==> config.mk <==
export PLATFORM = sky130hd
export DESIGN_NAME = ivr_top
export DESIGN_NICKNAME = d
export VERILOG_FILES = /design/src/rtl/ivr_pkg.sv /design/src/rtl/ivr_regs.sv /design/src/rtl/ivr_ptr.sv /design/src/rtl/ivr_seq.sv /design/src/rtl/ivr_irq.sv /design/src/rtl/ivr_top.sv
export SDC_FILE = /design/constraint.sdc
export NUM_CORES = 1
export LEC_CHECK = 0
export ABC_AREA = 1
export BUFFER_PORTS_ARGS = -buffer_cell sky130_fd_sc_hd__buf_2
export CAP_MARGIN = 10
export CORE_UTILIZATION = 35
export DETAILED_ROUTE_END_ITERATION = 8
export SYNTH_ARGS = -nofsm -noshare
export SYNTH_HDL_FRONTEND = slang
export SYNTH_SLANG_ARGS = --single-unit
==> constraint.sdc <==
create_clock -name clk -period 4.9 [get_ports clk]
set_clock_uncertainty 0.1 [all_clocks]
set_input_delay 0.98 -clock clk [delete_from_list [all_inputs] [get_ports clk]]
set_output_delay 0.98 -clock clk [all_outputs]
set_load 0.05 [all_outputs]
==> src/rtl/ivr_pkg.sv <==
package ivr_pkg;

    localparam int VEC_W     = 128;
    localparam int VEC_BYTES = 16;
    localparam int LANES     = VEC_W / 32;

    // register addresses
    localparam logic [2:0] RA_GLOBAL = 3'd0;
    localparam logic [2:0] RA_RING   = 3'd1;
    localparam logic [2:0] RA_BASE   = 3'd2;
    localparam logic [2:0] RA_WBLO   = 3'd3;
    localparam logic [2:0] RA_WBHI   = 3'd4;
    localparam logic [2:0] RA_RPTR   = 3'd5;
    localparam logic [2:0] RA_WPTR   = 3'd6;

    // ring control field positions
    localparam int RC_EN      = 0;
    localparam int RC_SZ_LSB  = 1;
    localparam int RC_SZ_W    = 5;
    localparam int RC_OVF_EN  = 6;
    localparam int RC_OVF_CLR = 7;
    localparam int RC_WB_EN   = 8;

    // global control field positions
    localparam int GC_INTR  = 0;
    localparam int GC_REARM = 1;

    typedef struct packed {
        logic [7:0]  src_id;
        logic [27:0] src_data;
        logic [7:0]  ring_id;
        logic [7:0]  vm_id;
        logic [15:0] pasid;
    } ivr_event_t;

    typedef enum logic [1:0] {
        SEQ_IDLE = 2'd0,
        SEQ_VEC  = 2'd1,
        SEQ_WB   = 2'd2
    } seq_state_t;

    function automatic logic [VEC_W-1:0] pack_vector(input ivr_event_t e);
        logic [VEC_W-1:0] v;
        v         = '0;
        v[7:0]    = e.src_id;
        v[59:32]  = e.src_data;
        v[71:64]  = e.ring_id;
        v[79:72]  = e.vm_id;
        v[95:80]  = e.pasid;
        return v;
    endfunction

    // clamp the log2 ring size (in dwords) to [3, hi]
    function automatic logic [5:0] clamp_size(input logic [RC_SZ_W-1:0] sz,
                                              input int unsigned hi);
        if (sz < 5'd3)
            return 6'd3;
        if (int'(sz) > int'(hi))
            return 6'(hi);
        return {1'b0, sz};
    endfunction

endpackage

==> src/rtl/ivr_regs.sv <==
module ivr_regs
    import ivr_pkg::*;
#(
    parameter int PTR_W   = 18,
    parameter int WB_HI_W = 8
) (
    input  logic                 clk,
    input  logic                 rst,
    input  logic                 wr_en,
    input  logic [2:0]           addr,
    input  logic [31:0]          wdata,
    input  logic [PTR_W-1:4]     ptr_mask_hi,
    input  logic [31:0]          wptr_report,
    output logic                 intr_en,
    output logic                 rearm_en,
    output logic                 ring_en,
    output logic                 ovf_en,
    output logic                 wb_en,
    output logic                 ovf_clr,
    output logic [RC_SZ_W-1:0]   size_log2,
    output logic [31:0]          base,
    output logic [31:2]          wb_lo,
    output logic [WB_HI_W-1:0]   wb_hi,
    output logic [PTR_W-1:0]     rptr,
    output logic                 rptr_wr_q,
    output logic                 wptr_wr,
    output logic [PTR_W-1:4]     wptr_wdata,
    output logic [31:0]          rdata
);

    localparam int PAD = 32 - PTR_W;

    always_ff @(posedge clk) begin
        if (rst) begin
            intr_en   <= 1'b0;
            rearm_en  <= 1'b0;
            ring_en   <= 1'b0;
            ovf_en    <= 1'b0;
            wb_en     <= 1'b0;
            size_log2 <= '0;
            base      <= '0;
            wb_lo     <= '0;
            wb_hi     <= '0;
            rptr      <= '0;
            rptr_wr_q <= 1'b0;
        end else begin
            rptr_wr_q <= wr_en && (addr == RA_RPTR);
            if (wr_en) begin
                case (addr)
                    RA_GLOBAL: begin
                        intr_en  <= wdata[GC_INTR];
                        rearm_en <= wdata[GC_REARM];
                    end
                    RA_RING: begin
                        ring_en   <= wdata[RC_EN];
                        size_log2 <= wdata[RC_SZ_LSB +: RC_SZ_W];
                        ovf_en    <= wdata[RC_OVF_EN];
                        wb_en     <= wdata[RC_WB_EN];
                    end
                    RA_BASE: base  <= wdata;
                    RA_WBLO: wb_lo <= wdata[31:2];
                    RA_WBHI: wb_hi <= wdata[WB_HI_W-1:0];
                    RA_RPTR: rptr  <= {wdata[PTR_W-1:4] & ptr_mask_hi, 4'b0000};
                    default: ;
                endcase
            end
        end
    end

    assign ovf_clr    = wr_en && (addr == RA_RING) && wdata[RC_OVF_CLR];
    assign wptr_wr    = wr_en && (addr == RA_WPTR);
    assign wptr_wdata = wdata[PTR_W-1:4];

    always_comb begin
        case (addr)
            RA_GLOBAL: rdata = {30'b0, rearm_en, intr_en};
            RA_RING:   rdata = {23'b0, wb_en, 1'b0, ovf_en, size_log2, ring_en};
            RA_BASE:   rdata = base;
            RA_WBLO:   rdata = {wb_lo, 2'b00};
            RA_WBHI:   rdata = {{(32-WB_HI_W){1'b0}}, wb_hi};
            RA_RPTR:   rdata = {{PAD{1'b0}}, rptr};
            RA_WPTR:   rdata = wptr_report;
            default:   rdata = '0;
        endcase
    end

    // the read pointer stays record aligned
    assert_rptr_align_R2: assert property (@(posedge clk) disable iff (rst)
        rptr[3:0] == 4'b0000);

endmodule

==> src/rtl/ivr_ptr.sv <==
module ivr_ptr
    import ivr_pkg::*;
#(
    parameter int PTR_W = 18
) (
    input  logic                 clk,
    input  logic                 rst,
    input  logic [RC_SZ_W-1:0]   size_log2,
    input  logic                 adv,
    input  logic [PTR_W-1:0]     rptr,
    input  logic                 ovf_en,
    input  logic                 ovf_clr,
    input  logic                 sw_wr,
    input  logic [PTR_W-1:4]     sw_data,
    output logic [PTR_W-1:0]     wptr,
    output logic                 ovf,
    output logic [PTR_W-1:0]     ptr_mask,
    output logic [31:0]          report,
    output logic [31:0]          report_next
);

    localparam int PAD    = 32 - PTR_W;
    localparam int SZ_MAX = PTR_W - 2;

    logic [5:0]       eff_log2;
    logic [PTR_W-1:0] step;
    logic [PTR_W-1:0] wptr_d;
    logic             ovf_d;

    assign eff_log2 = clamp_size(size_log2, SZ_MAX);

    // byte mask of the ring: 2^(eff_log2+2) bytes
    for (genvar g = 0; g < PTR_W; g++) begin : g_mask
        assign ptr_mask[g] = (6'(g) < (eff_log2 + 6'd2));
    end

    assign step = (wptr + PTR_W'(VEC_BYTES)) & ptr_mask;

    always_comb begin
        wptr_d = wptr;
        ovf_d  = ovf;
        if (ovf_clr)
            ovf_d = 1'b0;
        if (sw_wr)
            wptr_d = {sw_data & ptr_mask[PTR_W-1:4], 4'b0000};
        if (adv) begin
            wptr_d = step;
            if (ovf_en && (wptr != rptr) && (step == rptr))
                ovf_d = 1'b1;
        end
    end

    always_ff @(posedge clk) begin
        if (rst) begin
            wptr <= '0;
            ovf  <= 1'b0;
        end else begin
            wptr <= wptr_d;
            ovf  <= ovf_d;
        end
    end

    assign report      = {{PAD{1'b0}}, wptr[PTR_W-1:1], ovf};
    assign report_next = {{PAD{1'b0}}, wptr_d[PTR_W-1:1], ovf_d};

    // write pointer stays record aligned
    assert_wptr_align_R2: assert property (@(posedge clk) disable iff (rst)
        wptr[3:0] == 4'b0000);

    // overflow flag is sticky until a clear
    assert_ovf_sticky_R5: assert property (@(posedge clk) disable iff (rst)
        (ovf && !ovf_clr) |=> ovf);

    // a clear without a concurrent advance drops the flag
    assert_ovf_clear_R6: assert property (@(posedge clk) disable iff (rst)
        (ovf_clr && !adv) |=> !ovf);

    // detection disabled never raises the flag
    assert_ovf_gate_R6: assert property (@(posedge clk) disable iff (rst)
        (!ovf && !ovf_en) |=> !ovf);

endmodule

==> src/rtl/ivr_seq.sv <==
module ivr_seq
    import ivr_pkg::*;
#(
    parameter int PTR_W  = 18,
    parameter int ADDR_W = 40
) (
    input  logic                 clk,
    input  logic                 rst,
    input  logic                 active,
    input  logic                 ev_valid,
    input  ivr_event_t           ev,
    input  logic [PTR_W-1:0]     wptr,
    input  logic [31:0]          base,
    input  logic                 wb_en,
    input  logic [ADDR_W-1:2]    wb_addr,
    input  logic [31:0]          report_next,
    input  logic                 mem_wr_ack,
    output logic                 ev_ready,
    output logic                 adv,
    output logic                 mem_wr_valid,
    output logic [ADDR_W-1:0]    mem_wr_addr,
    output logic [VEC_W-1:0]     mem_wr_data,
    output logic [LANES-1:0]     mem_wr_mask
);

    localparam int BASE_SHIFT = 8;

    seq_state_t        state_q;
    logic [ADDR_W-1:0] addr_q;
    logic [VEC_W-1:0]  data_q;
    logic [LANES-1:0]  mask_q;
    logic [ADDR_W-1:0] base_addr;
    logic [1:0]        lane;

    assign base_addr = ADDR_W'({base, {BASE_SHIFT{1'b0}}});
    assign lane      = wb_addr[3:2];

    assign ev_ready     = active && (state_q == SEQ_IDLE);
    assign adv          = (state_q == SEQ_VEC) && mem_wr_ack;
    assign mem_wr_valid = (state_q != SEQ_IDLE);
    assign mem_wr_addr  = addr_q;
    assign mem_wr_data  = data_q;
    assign mem_wr_mask  = mask_q;

    always_ff @(posedge clk) begin
        if (rst) begin
            state_q <= SEQ_IDLE;
            addr_q  <= '0;
            data_q  <= '0;
            mask_q  <= '0;
        end else begin
            case (state_q)
                SEQ_IDLE: begin
                    if (ev_valid && ev_ready) begin
                        data_q  <= pack_vector(ev);
                        addr_q  <= base_addr + ADDR_W'(wptr);
                        mask_q  <= '1;
                        state_q <= SEQ_VEC;
                    end
                end
                SEQ_VEC: begin
                    if (mem_wr_ack) begin
                        if (wb_en) begin
                            addr_q  <= {wb_addr, 2'b00};
                            data_q  <= VEC_W'(report_next) << {lane, 5'b00000};
                            mask_q  <= LANES'(1) << lane;
                            state_q <= SEQ_WB;
                        end else begin
                            state_q <= SEQ_IDLE;
                        end
                    end
                end
                SEQ_WB: begin
                    if (mem_wr_ack)
                        state_q <= SEQ_IDLE;
                end
                default: state_q <= SEQ_IDLE;
            endcase
        end
    end

    // no new event while a write is in flight
    assert_ready_idle_R10: assert property (@(posedge clk) disable iff (rst)
        ev_ready |-> !mem_wr_valid);

    // request holds steady until acknowledged
    assert_req_hold_R10: assert property (@(posedge clk) disable iff (rst)
        (mem_wr_valid && !mem_wr_ack) |=>
            (mem_wr_valid && $stable(mem_wr_addr) && $stable(mem_wr_data)
             && $stable(mem_wr_mask)));

    // a writeback write enables exactly one dword lane
    assert_wb_lane_R8: assert property (@(posedge clk) disable iff (rst)
        (state_q == SEQ_WB) |-> $onehot0(mem_wr_mask) && (mem_wr_mask != '0));

endmodule

==> src/rtl/ivr_irq.sv <==
module ivr_irq #(
    parameter int PTR_W = 18
) (
    input  logic             clk,
    input  logic             rst,
    input  logic             active,
    input  logic [PTR_W-1:0] wptr,
    input  logic [PTR_W-1:0] rptr,
    input  logic             ovf,
    input  logic             rearm_en,
    input  logic             rptr_wr_q,
    output logic             irq_level,
    output logic             irq_msg
);

    logic pending;
    logic pend_q;

    assign pending   = active && ((wptr != rptr) || ovf);
    assign irq_level = pending;

    always_ff @(posedge clk) begin
        if (rst) begin
            pend_q  <= 1'b0;
            irq_msg <= 1'b0;
        end else begin
            pend_q  <= pending;
            irq_msg <= (pending && !pend_q) || (pending && rearm_en && rptr_wr_q);
        end
    end

    // no request while the ring is inactive
    assert_irq_off_R7: assert property (@(posedge clk) disable iff (rst)
        !active |-> !irq_level);

    // without rearm, message pulses never come back to back
    assert_msg_single_R9: assert property (@(posedge clk) disable iff (rst)
        (irq_msg && !rearm_en) |=> !irq_msg);

endmodule

==> src/rtl/ivr_top.sv <==
module ivr_top
    import ivr_pkg::*;
#(
    parameter int PTR_W  = 18,
    parameter int ADDR_W = 40
) (
    input  logic              clk,
    input  logic              rst,
    input  logic              ev_valid,
    output logic              ev_ready,
    input  logic [7:0]        ev_src_id,
    input  logic [27:0]       ev_src_data,
    input  logic [7:0]        ev_ring_id,
    input  logic [7:0]        ev_vm_id,
    input  logic [15:0]       ev_pasid,
    input  logic              reg_wr_en,
    input  logic [2:0]        reg_addr,
    input  logic [31:0]       reg_wdata,
    output logic [31:0]       reg_rdata,
    output logic              mem_wr_valid,
    input  logic              mem_wr_ack,
    output logic [ADDR_W-1:0] mem_wr_addr,
    output logic [127:0]      mem_wr_data,
    output logic [3:0]        mem_wr_mask,
    output logic              irq_level,
    output logic              irq_msg
);

    localparam int WB_HI_W = ADDR_W - 32;

    logic                 intr_en, rearm_en, ring_en, ovf_en, wb_en, ovf_clr;
    logic [RC_SZ_W-1:0]   size_log2;
    logic [31:0]          base;
    logic [31:2]          wb_lo;
    logic [WB_HI_W-1:0]   wb_hi;
    logic [PTR_W-1:0]     rptr, wptr, ptr_mask;
    logic                 rptr_wr_q, wptr_wr, adv, ovf, active;
    logic [PTR_W-1:4]     wptr_wdata;
    logic [31:0]          report, report_next;
    ivr_event_t           ev;

    assign active = intr_en && ring_en;
    assign ev     = '{src_id: ev_src_id, src_data: ev_src_data, ring_id: ev_ring_id,
                      vm_id: ev_vm_id, pasid: ev_pasid};

    ivr_regs #(.PTR_W(PTR_W), .WB_HI_W(WB_HI_W)) u_regs (
        .clk(clk), .rst(rst), .wr_en(reg_wr_en), .addr(reg_addr), .wdata(reg_wdata),
        .ptr_mask_hi(ptr_mask[PTR_W-1:4]), .wptr_report(report),
        .intr_en(intr_en), .rearm_en(rearm_en), .ring_en(ring_en), .ovf_en(ovf_en),
        .wb_en(wb_en), .ovf_clr(ovf_clr), .size_log2(size_log2), .base(base),
        .wb_lo(wb_lo), .wb_hi(wb_hi), .rptr(rptr), .rptr_wr_q(rptr_wr_q),
        .wptr_wr(wptr_wr), .wptr_wdata(wptr_wdata), .rdata(reg_rdata)
    );

    ivr_ptr #(.PTR_W(PTR_W)) u_ptr (
        .clk(clk), .rst(rst), .size_log2(size_log2), .adv(adv), .rptr(rptr),
        .ovf_en(ovf_en), .ovf_clr(ovf_clr), .sw_wr(wptr_wr), .sw_data(wptr_wdata),
        .wptr(wptr), .ovf(ovf), .ptr_mask(ptr_mask), .report(report),
        .report_next(report_next)
    );

    ivr_seq #(.PTR_W(PTR_W), .ADDR_W(ADDR_W)) u_seq (
        .clk(clk), .rst(rst), .active(active), .ev_valid(ev_valid), .ev(ev),
        .wptr(wptr), .base(base), .wb_en(wb_en), .wb_addr({wb_hi, wb_lo}),
        .report_next(report_next), .mem_wr_ack(mem_wr_ack), .ev_ready(ev_ready),
        .adv(adv), .mem_wr_valid(mem_wr_valid), .mem_wr_addr(mem_wr_addr),
        .mem_wr_data(mem_wr_data), .mem_wr_mask(mem_wr_mask)
    );

    ivr_irq #(.PTR_W(PTR_W)) u_irq (
        .clk(clk), .rst(rst), .active(active), .wptr(wptr), .rptr(rptr), .ovf(ovf),
        .rearm_en(rearm_en), .rptr_wr_q(rptr_wr_q), .irq_level(irq_level),
        .irq_msg(irq_msg)
    );

endmodule

==> reports/qor.txt, run 1 <==
share of cells above drive strength 1: 18.90%
Routed WL: 50.48 mm
Leak: 6.722 nW
Unique masters post-synth: 50
Initial DRT Pass Iterations: 5
IR Drop Worst-Case VDD: 0.0002749 V
CP Max Fanout: 23
met3 Track Usage GR: 4.175%
Fmax: 251.8 MHz
met2 usage: 42.27%
Setup TNS: 0 ns
Die Y: 194.2 um
fin crit period: 3.971 ns
top-count cell post-synth: nand2_1
area leader, netlist: dfxtp_1
setup bufs post-CTS: 0
commonest cells in the netlist: nand2_1 (395), a21oi_1 (282), dfxtp_1 (258)
H-tree level count: 1
status: finished clean
worst reg2reg path startpoint: u_regs.size_log2[3]
ANT nets after route: 0
post-DP HPWL: 37.35 mm
CTS tree: yes
clock sinks: 258
EDFF count, synth: 0
PwrDens: 298.5 nW/um2
met1 Track Usage GR: 34.99%
post-synthesis cell count: 1,882
routability cong.: 0.9711
Slew Limit Fails: 0
final worst-path cycle share: 81.04%
Fin. Hold Viols: 0
Most used DFF post-synth: dfxtp_1
sequential area share after synthesis: 39.94%
placed cell areas: 14,600 um2
beginning of the critical path: reg_addr[1]
synthesized area per cell: 6.871 um2
fin worst setup slack: 0.9291 ns
grt ovf: 0
Rows: 70
final setup vio count: 0
Mapped Area: 12,930 um2
most area-consuming cells after synthesis: dfxtp_1 (40%), nand2_1 (11%), a21oi_1 (11%), o21ai_0 (8.2%), nor2_1 (4.9%)
# DRC: 0
pin count of the biggest net entering global routing: 96
Layout Nets: 2,234
initial core utilization: 35.41%
Core Box Area: 36,520 um2
clock tree buffer depth: 3
I/O pin count: 316
gr usage total: 26.11%
critical path startpoint category: input pin
Setup CP Type: in -> out
vias in the first global route: 12,850
post-synth top area share: 39.94%
Clock transition at path regs: 0.06 ns
Vias/cell: 5.332
initial detailed-routing violation count: 1,189
Die Wd: 194.2 um
CP required: 3.82 ns
per-cell routed wire length: 19.41 um
die area: 37,720 um2
YS warnings: 0
cts bufs inserted: 29
CTS Hold Buffers Added: 0
antenna violations before repair: 4
post-CTS sizing: 0
GR peak layer: met2
Slew headroom: 19.17%
fillcell total: 3,845
vias: 13,870
hold slack: 0.3430 ns
Hold WC Path Type: reg -> reg
design area: 15,470 um2
Crit path arrival time: 2.89 ns
area grow syn2layout: 19.65%
first-pass GRT wire length: 76.62 mm
worst slew pin tran: 1.211 ns
Synth Register Bits: 258
Skew-Pair Late Insertion Delay: 0.57 ns
IO Port Bufs: 283
number of max-cap violations: 0
root buf cell: clkbuf_16
Worst Hold Launch: u_irq.pend_q
asr flop ratio synth: 0%
worst slack, placed: 0.9643 ns
unrepaired setup endpoints after global routing: no
CP Capture Type: output pin
==> power by group <==
part | switching, mW | internal (mW) | leakage (nW)
combinational | 0.310 | 0.108 | 4.21
sequential | 0.0330 | 2.13 | 2.08
clock | 0.869 | 1.17 | 0.431
total | 1.21 | 3.41 | 6.72
==> registers in the layout (all words and copies together) (netlist names) <==
signal / cells
u_regs.wb_en: 1
u_regs.ring_en: 1
u_regs.wb_lo: 30
u_regs.intr_en: 1
u_ptr.wptr: 18
u_irq.irq_msg: 1
u_regs.base: 32
u_seq.mem_wr_addr: 40
u_regs.rptr_wr_q: 1
u_regs.rptr: 14
u_ptr.ovf: 1
u_seq.state_q: 2
u_seq.mem_wr_data: 96
u_seq.mem_wr_mask: 4
u_regs.ovf_en: 1
u_irq.pend_q: 1
u_regs.wb_hi: 8
u_regs.size_log2: 5
u_regs.rearm_en: 1
==> layout make-up <==
cell class                      instances  area, um2  share of cell area (%)
Clock inverter                          6      32.53                  0.2103
Inverter                              162      618.1                   3.995
Timing Repair Buffer                  307       1612                   10.42
Sequential cell                       258       5165                   33.38
Antenna cell                            1      2.502                 0.01617
Clock buffer                           44      842.1                   5.442
Tap cell                              468      585.6                   3.785
Multi-Input combinational cell       1355       6615                   42.75
==> per-layer routing <==
metal / wire [um] / vias to the layer above / part of all wire (%)
li1: - / 6691 / -
met1: 22120 / 6466 / 44
met2: 22720 / 604 / 45
met3: 3761 / 102 / 7.5
met4: 1833 / 6 / 3.6
met5: 44 / - / 0.087
==> worst max-delay path: stages <==
cell      delay (ns)
buf_2           0.13
inv_2           0.10
nor2_1          0.05
nand2_1         0.06
buf_4           0.27
inv_1           0.27
nand2_1         0.12
o21ai_0         0.10
a221oi_1        0.26
o221ai_1        0.26
buf_2           0.28
==> cells in the final DEF, fill, tap and decap left out, types with 4 or more instances in the layout <==
master	count
nor3_1	13
a31oi_1	11
clkbuf_8	6
clkbuf_16	29
nor2_2	7
nand2_2	7
a21oi_2	6
o221ai_1	7
inv_2	7
xor2_1	20
dfxtp_1	258
nor4_1	7
o21ai_0	213
clkinv_2	5
inv_4	4
o211ai_1	7
nand2_4	4
nand2_1	395
buf_4	24
ha_1	12
a221oi_1	8
conb_1	32
o21ai_1	8
a21oi_1	282
o22ai_1	24
nand3_1	64
nor2_1	168
buf_2	282
o2111ai_1	4
nand4_1	18
inv_1	150
nand3_2	4
clkbuf_1	9
==> logic make-up after synthesis <==
| kind of cell | Yosys count | synth area share, % |
|---|---|---|
| flops | 258 | 39.94 |
| xor+xnor | 23 | 1.558 |
| buf+inv | 300 | 9.860 |
| other cells | 1 | 0.02900 |
| fa+ha+maj | 13 | 1.316 |
| compound gates | 588 | 24.54 |
| simple gates | 699 | 22.76 |
==> final timing paths <==
kind / end / slack, ns / depth (start not counted)
worst max-delay path: reg_rdata[6] / 0.93 / 11
worst min-delay path: u_irq.irq_msg / 0.34 / 1
worst max register to register: u_seq.mem_wr_data[0] / 1.60 / 19
worst min register to register: u_irq.irq_msg / 0.34 / 1
==> stage by stage <==
| step | util, % | power [mW] | cells |
|---|---|---|---|
| finish | 42.36 | 4.619 | 2601 |
| CTS | 42.36 | 4.658 | 2600 |
| floorplan | - | 2.482 | 1913 |
| global route | 42.36 | 4.775 | 2601 |
| detailed placement | 39.96 | 2.620 | 2550 |
| global placement | 39.96 | 2.618 | 2550 |
No activity file was read; power rests on OpenSTA's default activity.
==> inputs of run 2 (changes only) <==
==> constraint.sdc (replaced) <==
create_clock -name clk -period 3.5 [get_ports clk]
set_clock_uncertainty 0.1 [all_clocks]
set_input_delay 0.7 -clock clk [delete_from_list [all_inputs] [get_ports clk]]
set_output_delay 0.7 -clock clk [all_outputs]
set_load 0.05 [all_outputs]
==> reports/qor.txt, run 2 (synthesized netlist as in run 1, its figures left out) <==
status: finished clean
Die Y: 194.2 um (unchanged)
clock tree buffer depth: 3 (unchanged)
CP required: 2.70 ns (-1.12 ns)
CP Buf/Inv Count: 3 (-2)
IR Drop Worst-Case VDD: 0.0003801 V (+38%)
critical path's slowest cell: dfxtp_1
Slew Limit Fails: 0 (unchanged)
critical path startpoint category: flop
per-cell routed wire length: 19.58 um (+0.86%)
I/O pin count: 316 (unchanged)
PwrDens: 418.9 nW/um2 (+40%)
Rows: 70 (unchanged)
vias: 14,030 (+1.2%)
Clock transition at path regs: 0.06 ns (about the same)
placed cell areas: 14,850 um2 (+1.8%)
number of max-cap violations: 0 (unchanged)
CP Max Fanout: 7 (-70%)
setup bufs post-CTS: 0 (unchanged)
ANT nets after route: 0 (unchanged)
Setup CP Type: reg -> out
fin crit period: 3.276 ns
initial detailed-routing violation count: 1,242 (+4.5%)
pin count of the biggest net entering global routing: 89 (-7.3%)
final setup vio count: 0 (unchanged)
vias in the first global route: 13,110 (+2.0%)
area grow syn2layout: 22.01%
most common cell after layout, fill and taps aside: nand2_1
routability cong.: 0.9559 (-1.6%)
Die Wd: 194.2 um (unchanged)
CP Capture Type: output pin
Leak: 6.903 nW (+2.7%)
Initial DRT Pass Iterations: 6 (+1)
worst slew pin tran: 1.104 ns (-0.1075 ns)
unrepaired setup endpoints after global routing: no
storage element area: 5167 um2 (about the same)
Setup TNS: 0 ns (unchanged)
die area: 37,720 um2 (unchanged)
IO Port Bufs: 283 (unchanged)
antenna violations before repair: 4 (unchanged)
Core Box Area: 36,520 um2 (unchanged)
most frequent cells in the layout: nand2_1 (395), a21oi_1 (282), buf_2 (281)
H-tree level count: 1 (unchanged)
initial core utilization: 35.41% (unchanged)
Routed WL: 51.58 mm (+2.2%)
critical path cell sequence: inv_1 > nand2_1 > nand2_1 > nor2_1 > nand2_1 > nor2_1 > nand2_1 > or2_2 > nand2_1 > inv_1 > buf_2
clock sinks: 258 (unchanged)
design area: 15,780 um2 (+2.0%)
CP dominant cell by count: nand2_1
gr usage total: 26.72% (+0.61 points)
Fin. Hold Viols: 0 (unchanged)
share of cells above drive strength 1: 20.31% (+1.4 points)
Multi-input gate area: 6613 um2 (about the same)
Vias/cell: 5.324 (-0.15%)
Hold WC Path Type: in -> reg
cts bufs inserted: 29 (unchanged)
Slew headroom: 26.43% (+7.3 points)
CP top delay family: simple AND/OR/NAND/NOR gates
Crit path arrival time: 2.48 ns (-0.41 ns)
post-DP HPWL: 38.71 mm (+3.6%)
first-pass GRT wire length: 78.35 mm (+2.3%)
# DRC: 0 (unchanged)
fillcell total: 3,803 (-1.1%)
CTS Hold Buffers Added: 0 (unchanged)
CTS tree: yes
Largest stage delay, worst path: 0.54 ns (+0.26 ns)
grt ovf: 0 (unchanged)
Fmax: 305.3 MHz
max FFs per register: 96 (unchanged)
post-CTS sizing: 0 (unchanged)
Skew-Pair Late Insertion Delay: 0.58 ns (about the same)
Layout Nets: 2,265 (+1.4%)
root buf cell: clkbuf_16
final worst-path cycle share: 93.60%
-- run 2: cell count changes in the layout (fill, tap and decap cells not counted), moves of 2 or more --
cell      previous run  this run
buf_4               24        54
buf_12               1         3
clkbuf_1             9         7
clkbuf_8             6         8
dfxtp_1            258       256
dfxtp_2              0         2
-- run 2: area by class of cell --
class                      instances  area share [%]
multi-input combinational       1355           41.91
sequential                       258           32.75
timing repair buffer             338           11.86
clock buffer                      44           5.464
inverter                         162           3.918
tap                              468           3.711
clock inverter                     9          0.3648
antenna                            1         0.01586
-- run 2: metrics by stage --
step / setup WS, ns / hold WS, ns / util (%) / power, mW / cells
2_1_floorplan: 0.3152 / 0.2892 / - / 3.475 / 1913
3_3_place_gp: 0.4720 / 0.3029 / 40.67 / 3.686 / 2581
3_5_place_dp: 0.4358 / 0.3082 / 40.67 / 3.686 / 2581
4_1_cts: 0.1517 / 0.2421 / 43.19 / 6.654 / 2634
5_1_grt: 0.02774 / 0.2558 / 43.20 / 6.817 / 2635
6_report: 0.2240 / 0.2523 / 43.20 / 6.610 / 2635
-- run 2: routing by layer --
layer / share of wire (%) / global-route usage (%)
met1: 43 / 35.58
met2: 45 / 43.46
met3: 7.5 / 3.983
met4: 3.9 / 10.29
met5: 0.081 / 0
-- run 2: worst reg2reg max path: stages, from the launching register on --
cell     delay [ns]
dfxtp_1        0.33
nor2_1         0.18
nor2_2         0.06
nor2_1         0.22
ha_1           0.28
inv_1          0.08
nand2_1        0.09
nand2_2        0.08
nand2_1        0.09
nor2_1         0.05
nor2_2         0.20
nand2_1        0.11
nand2_1        0.07
nand3_1        0.06
nor2_1         0.12
nand2_1        0.06
nor2_1         0.21
nand2_1        0.15
nand2_2        0.14
nand3_1        0.10
a21oi_2        0.12
-- run 2: path summary, 6_finish.rpt --
kind,to,cells after the start,slack [ns],from
max,irq_level,11,0.22,u_ptr.wptr[11]
min,u_seq.mem_wr_data[59],3,0.25,ev_src_data[27]
max reg2reg,u_seq.mem_wr_data[96],20,0.54,u_regs.size_log2[2]
min reg2reg,u_irq.irq_msg,1,0.31,u_irq.pend_q
-- run 2: where the power goes --
group          switching (mW)  internal [mW]
Combinational           0.444          0.166
Sequential             0.0431           2.98
Clock                    1.29           1.69
Total                    1.77           4.84
==> inputs of run 3 (changes only) <==
--- a/config.mk
+++ b/config.mk
@@ -10,6 +10,7 @@
 export CAP_MARGIN = 10
 export CORE_UTILIZATION = 35
 export DETAILED_ROUTE_END_ITERATION = 8
+export REMOVE_ABC_BUFFERS = 1
 export SYNTH_ARGS = -nofsm -noshare
 export SYNTH_HDL_FRONTEND = slang
 export SYNTH_SLANG_ARGS = --single-unit
==> reports/qor.txt, run 3 (synthesized netlist as in run 1, its figures left out) <==
beginning of the critical path: u_ptr.wptr[12]
worst reg2reg path startpoint: u_regs.size_log2[3]
Setup TNS: 0 ns (unchanged)
Internal: 5.045 mW (+4.3%)
flop2flop setup slack: 0.46 ns (-0.08 ns)
Core Box Area: 36,520 um2 (unchanged)
routability cong.: 0.9228 (-3.5%)
Routed WL: 49.43 mm (-4.2%)
CP Max Fanout: 7 (unchanged)
initial detailed-routing violation count: 966 (-22%)
P_sw: 1.826 mW (+2.9%)
CTS tree: yes
H-tree level count: 1 (unchanged)
Die Wd: 194.2 um (unchanged)
# DRC: 0 (unchanged)
cts bufs inserted: 30 (+3.4%)
fillcell total: 3,812 (+0.24%)
Finished Core Util: 44.10% (+0.90 points)
Crit path arrival time: 2.52 ns (+0.04 ns)
Clock Power Share: 47.2% (+2.1 points)
area grow syn2layout: 24.57%
Multi-input gate area: 6628 um2 (+0.23%)
fin crit period: 3.320 ns (+0.04352 ns)
final worst-path cycle share: 94.84% (+1.2 points)
Comb power frac: 8.8% (-0.4 points)
Worst Hold Launch: ev_src_data[23]
root buf cell: clkbuf_16
Fin. Hold Viols: 0 (unchanged)
I/O pin count: 316 (unchanged)
antenna violations before repair: 1 (-3)
number of max-cap violations: 0 (unchanged)
Skew-Pair Late Insertion Delay: 0.58 ns (about the same)
unrepaired setup endpoints after global routing: no
vias in the first global route: 12,810 (-2.2%)
first-pass GRT wire length: 75.49 mm (-3.6%)
Fmax: 301.3 MHz (-1.3%)
Sw Share: 26.57% (-0.26 points)
vias: 13,730 (-2.1%)
Setup CP Type: reg -> out
post-DP HPWL: 36.42 mm (-5.9%)
most common cell after layout, fill and taps aside: nand2_1
Rows: 70 (unchanged)
IR Drop Worst-Case VDD: 0.0003533 V (-7.1%)
Slew Limit Fails: 0 (unchanged)
share of cells above drive strength 1: 20.44% (+0.13 points)
status: finished clean
Leak: 6.975 nW (+1.1%)
clock sinks: 258 (unchanged)
final setup vio count: 0 (unchanged)
worst slack, placed: 0.2243 ns (-0.2115 ns)
max FFs per register: 96 (unchanged)
Clock transition at path regs: 0.06 ns (about the same)
CP required: 2.70 ns (about the same)
sequential cell fraction of total power: 44.0% (-1.7 points)
Slew headroom: 45.08% (+19 points)
Initial DRT Pass Iterations: 5 (-1)
critical path startpoint category: flop
placed cell areas: 15,080 um2 (+1.5%)
Vias/cell: 5.218 (-2.0%)
fin worst setup slack: 0.1805 ns (-0.04352 ns)
per-cell routed wire length: 18.79 um (-4.0%)
pin count of the biggest net entering global routing: 84 (-5.6%)
setup bufs post-CTS: 0 (unchanged)
clock tree buffer depth: 3 (unchanged)
IO Port Bufs: 283 (unchanged)
hold slack: 0.2515 ns (-0.0007290 ns)
Hold WC Path Type: in -> reg
PwrDens: 426.5 nW/um2 (+1.8%)
design area: 16,110 um2 (+2.1%)
die area: 37,720 um2 (unchanged)
Die Y: 194.2 um (unchanged)
CP Capture Type: output pin
gr usage total: 25.33% (-1.4 points)
worst slew pin tran: 0.8162 ns (-0.2873 ns)
grt ovf: 0 (unchanged)
Layout Nets: 2,259 (-0.26%)
most frequent cells in the layout: nand2_1 (395), a21oi_1 (282), buf_2 (267)
ANT nets after route: 0 (unchanged)
initial core utilization: 35.41% (unchanged)
storage element area: 5167 um2 (unchanged)
-- run 3: cell types whose count changed in the layout (fill, tap and decap cells not counted), sizes merged --
| cell | previous run | this run |
|---|---|---|
| clkbuf | 44 | 42 |
| buf | 338 | 331 |
| bufinv | 0 | 2 |
| clkinv | 7 | 10 |
-- run 3: metal layers --
| layer | track usage (%) | wire length [um] | vias to the layer above | part of all wire, % |
|---|---|---|---|---|
| li1 | - | - | 6741 | - |
| met1 | 33.75 | 21610 | 6382 | 44 |
| met2 | 42.50 | 23250 | 522 | 47 |
| met3 | 3.461 | 3218 | 84 | 6.5 |
| met4 | 7.378 | 1347 | 0 | 2.7 |
| met5 | 0 | 0 | - | 0 |
-- run 3: area by class of cell --
type                    count  area share, %
multi-input cells        1355          41.15
flip-flops and latches    258          32.08
repair buffers            331          12.91
clock buffers              42          5.437
inverters                 162          3.837
well taps                 468          3.635
clock inverters            14         0.9399
diodes                      1        0.01554
-- run 3: power groups by stage --
stage / combinational (mW) / sequential, mW / clock [mW]
2_1_floorplan: 0.344 / 3.08 / 0
3_3_place_gp: 0.597 / 3.09 / 0
3_5_place_dp: 0.598 / 3.09 / 0
4_1_cts: 0.601 / 3.02 / 3.32
5_1_grt: 0.650 / 3.03 / 3.44
6_report: 0.605 / 3.02 / 3.24
-- run 3: path summary, 6_finish.rpt --
path / end / depth (start not counted)
worst max-delay path: irq_level / 11
worst min-delay path: u_seq.mem_wr_data[55] / 3
worst max register to register: u_seq.mem_wr_data[32] / 17
worst min register to register: u_irq.irq_msg / 1
-- run 3: what timing repair did --
action                     CTS  global route
gates resized for setup      0             2
hold buffers                 0             0
setup endpoints to repair    0             1
hold endpoints to repair     0             0
-- run 3: critical path: stages (launching register included) --
cell	delay, ns
dfxtp_1	0.56
inv_1	0.15
nand2_1	0.08
nand2_1	0.05
nor2_1	0.12
nand2_1	0.09
nor2_1	0.09
nand2_1	0.14
or2_2	0.32
nand2_1	0.11
inv_1	0.05
buf_2	0.20
-- run 3: metrics by stage --
| stage | std cells | power [mW] |
|---|---|---|
| 3_3_place_gp | 2574 | 3.683 |
| 3_5_place_dp | 2574 | 3.684 |
| 2_1_floorplan | 1775 | 3.420 |
| 4_1_cts | 2630 | 6.945 |
| 6_report | 2631 | 6.871 |
| 5_1_grt | 2631 | 7.116 |
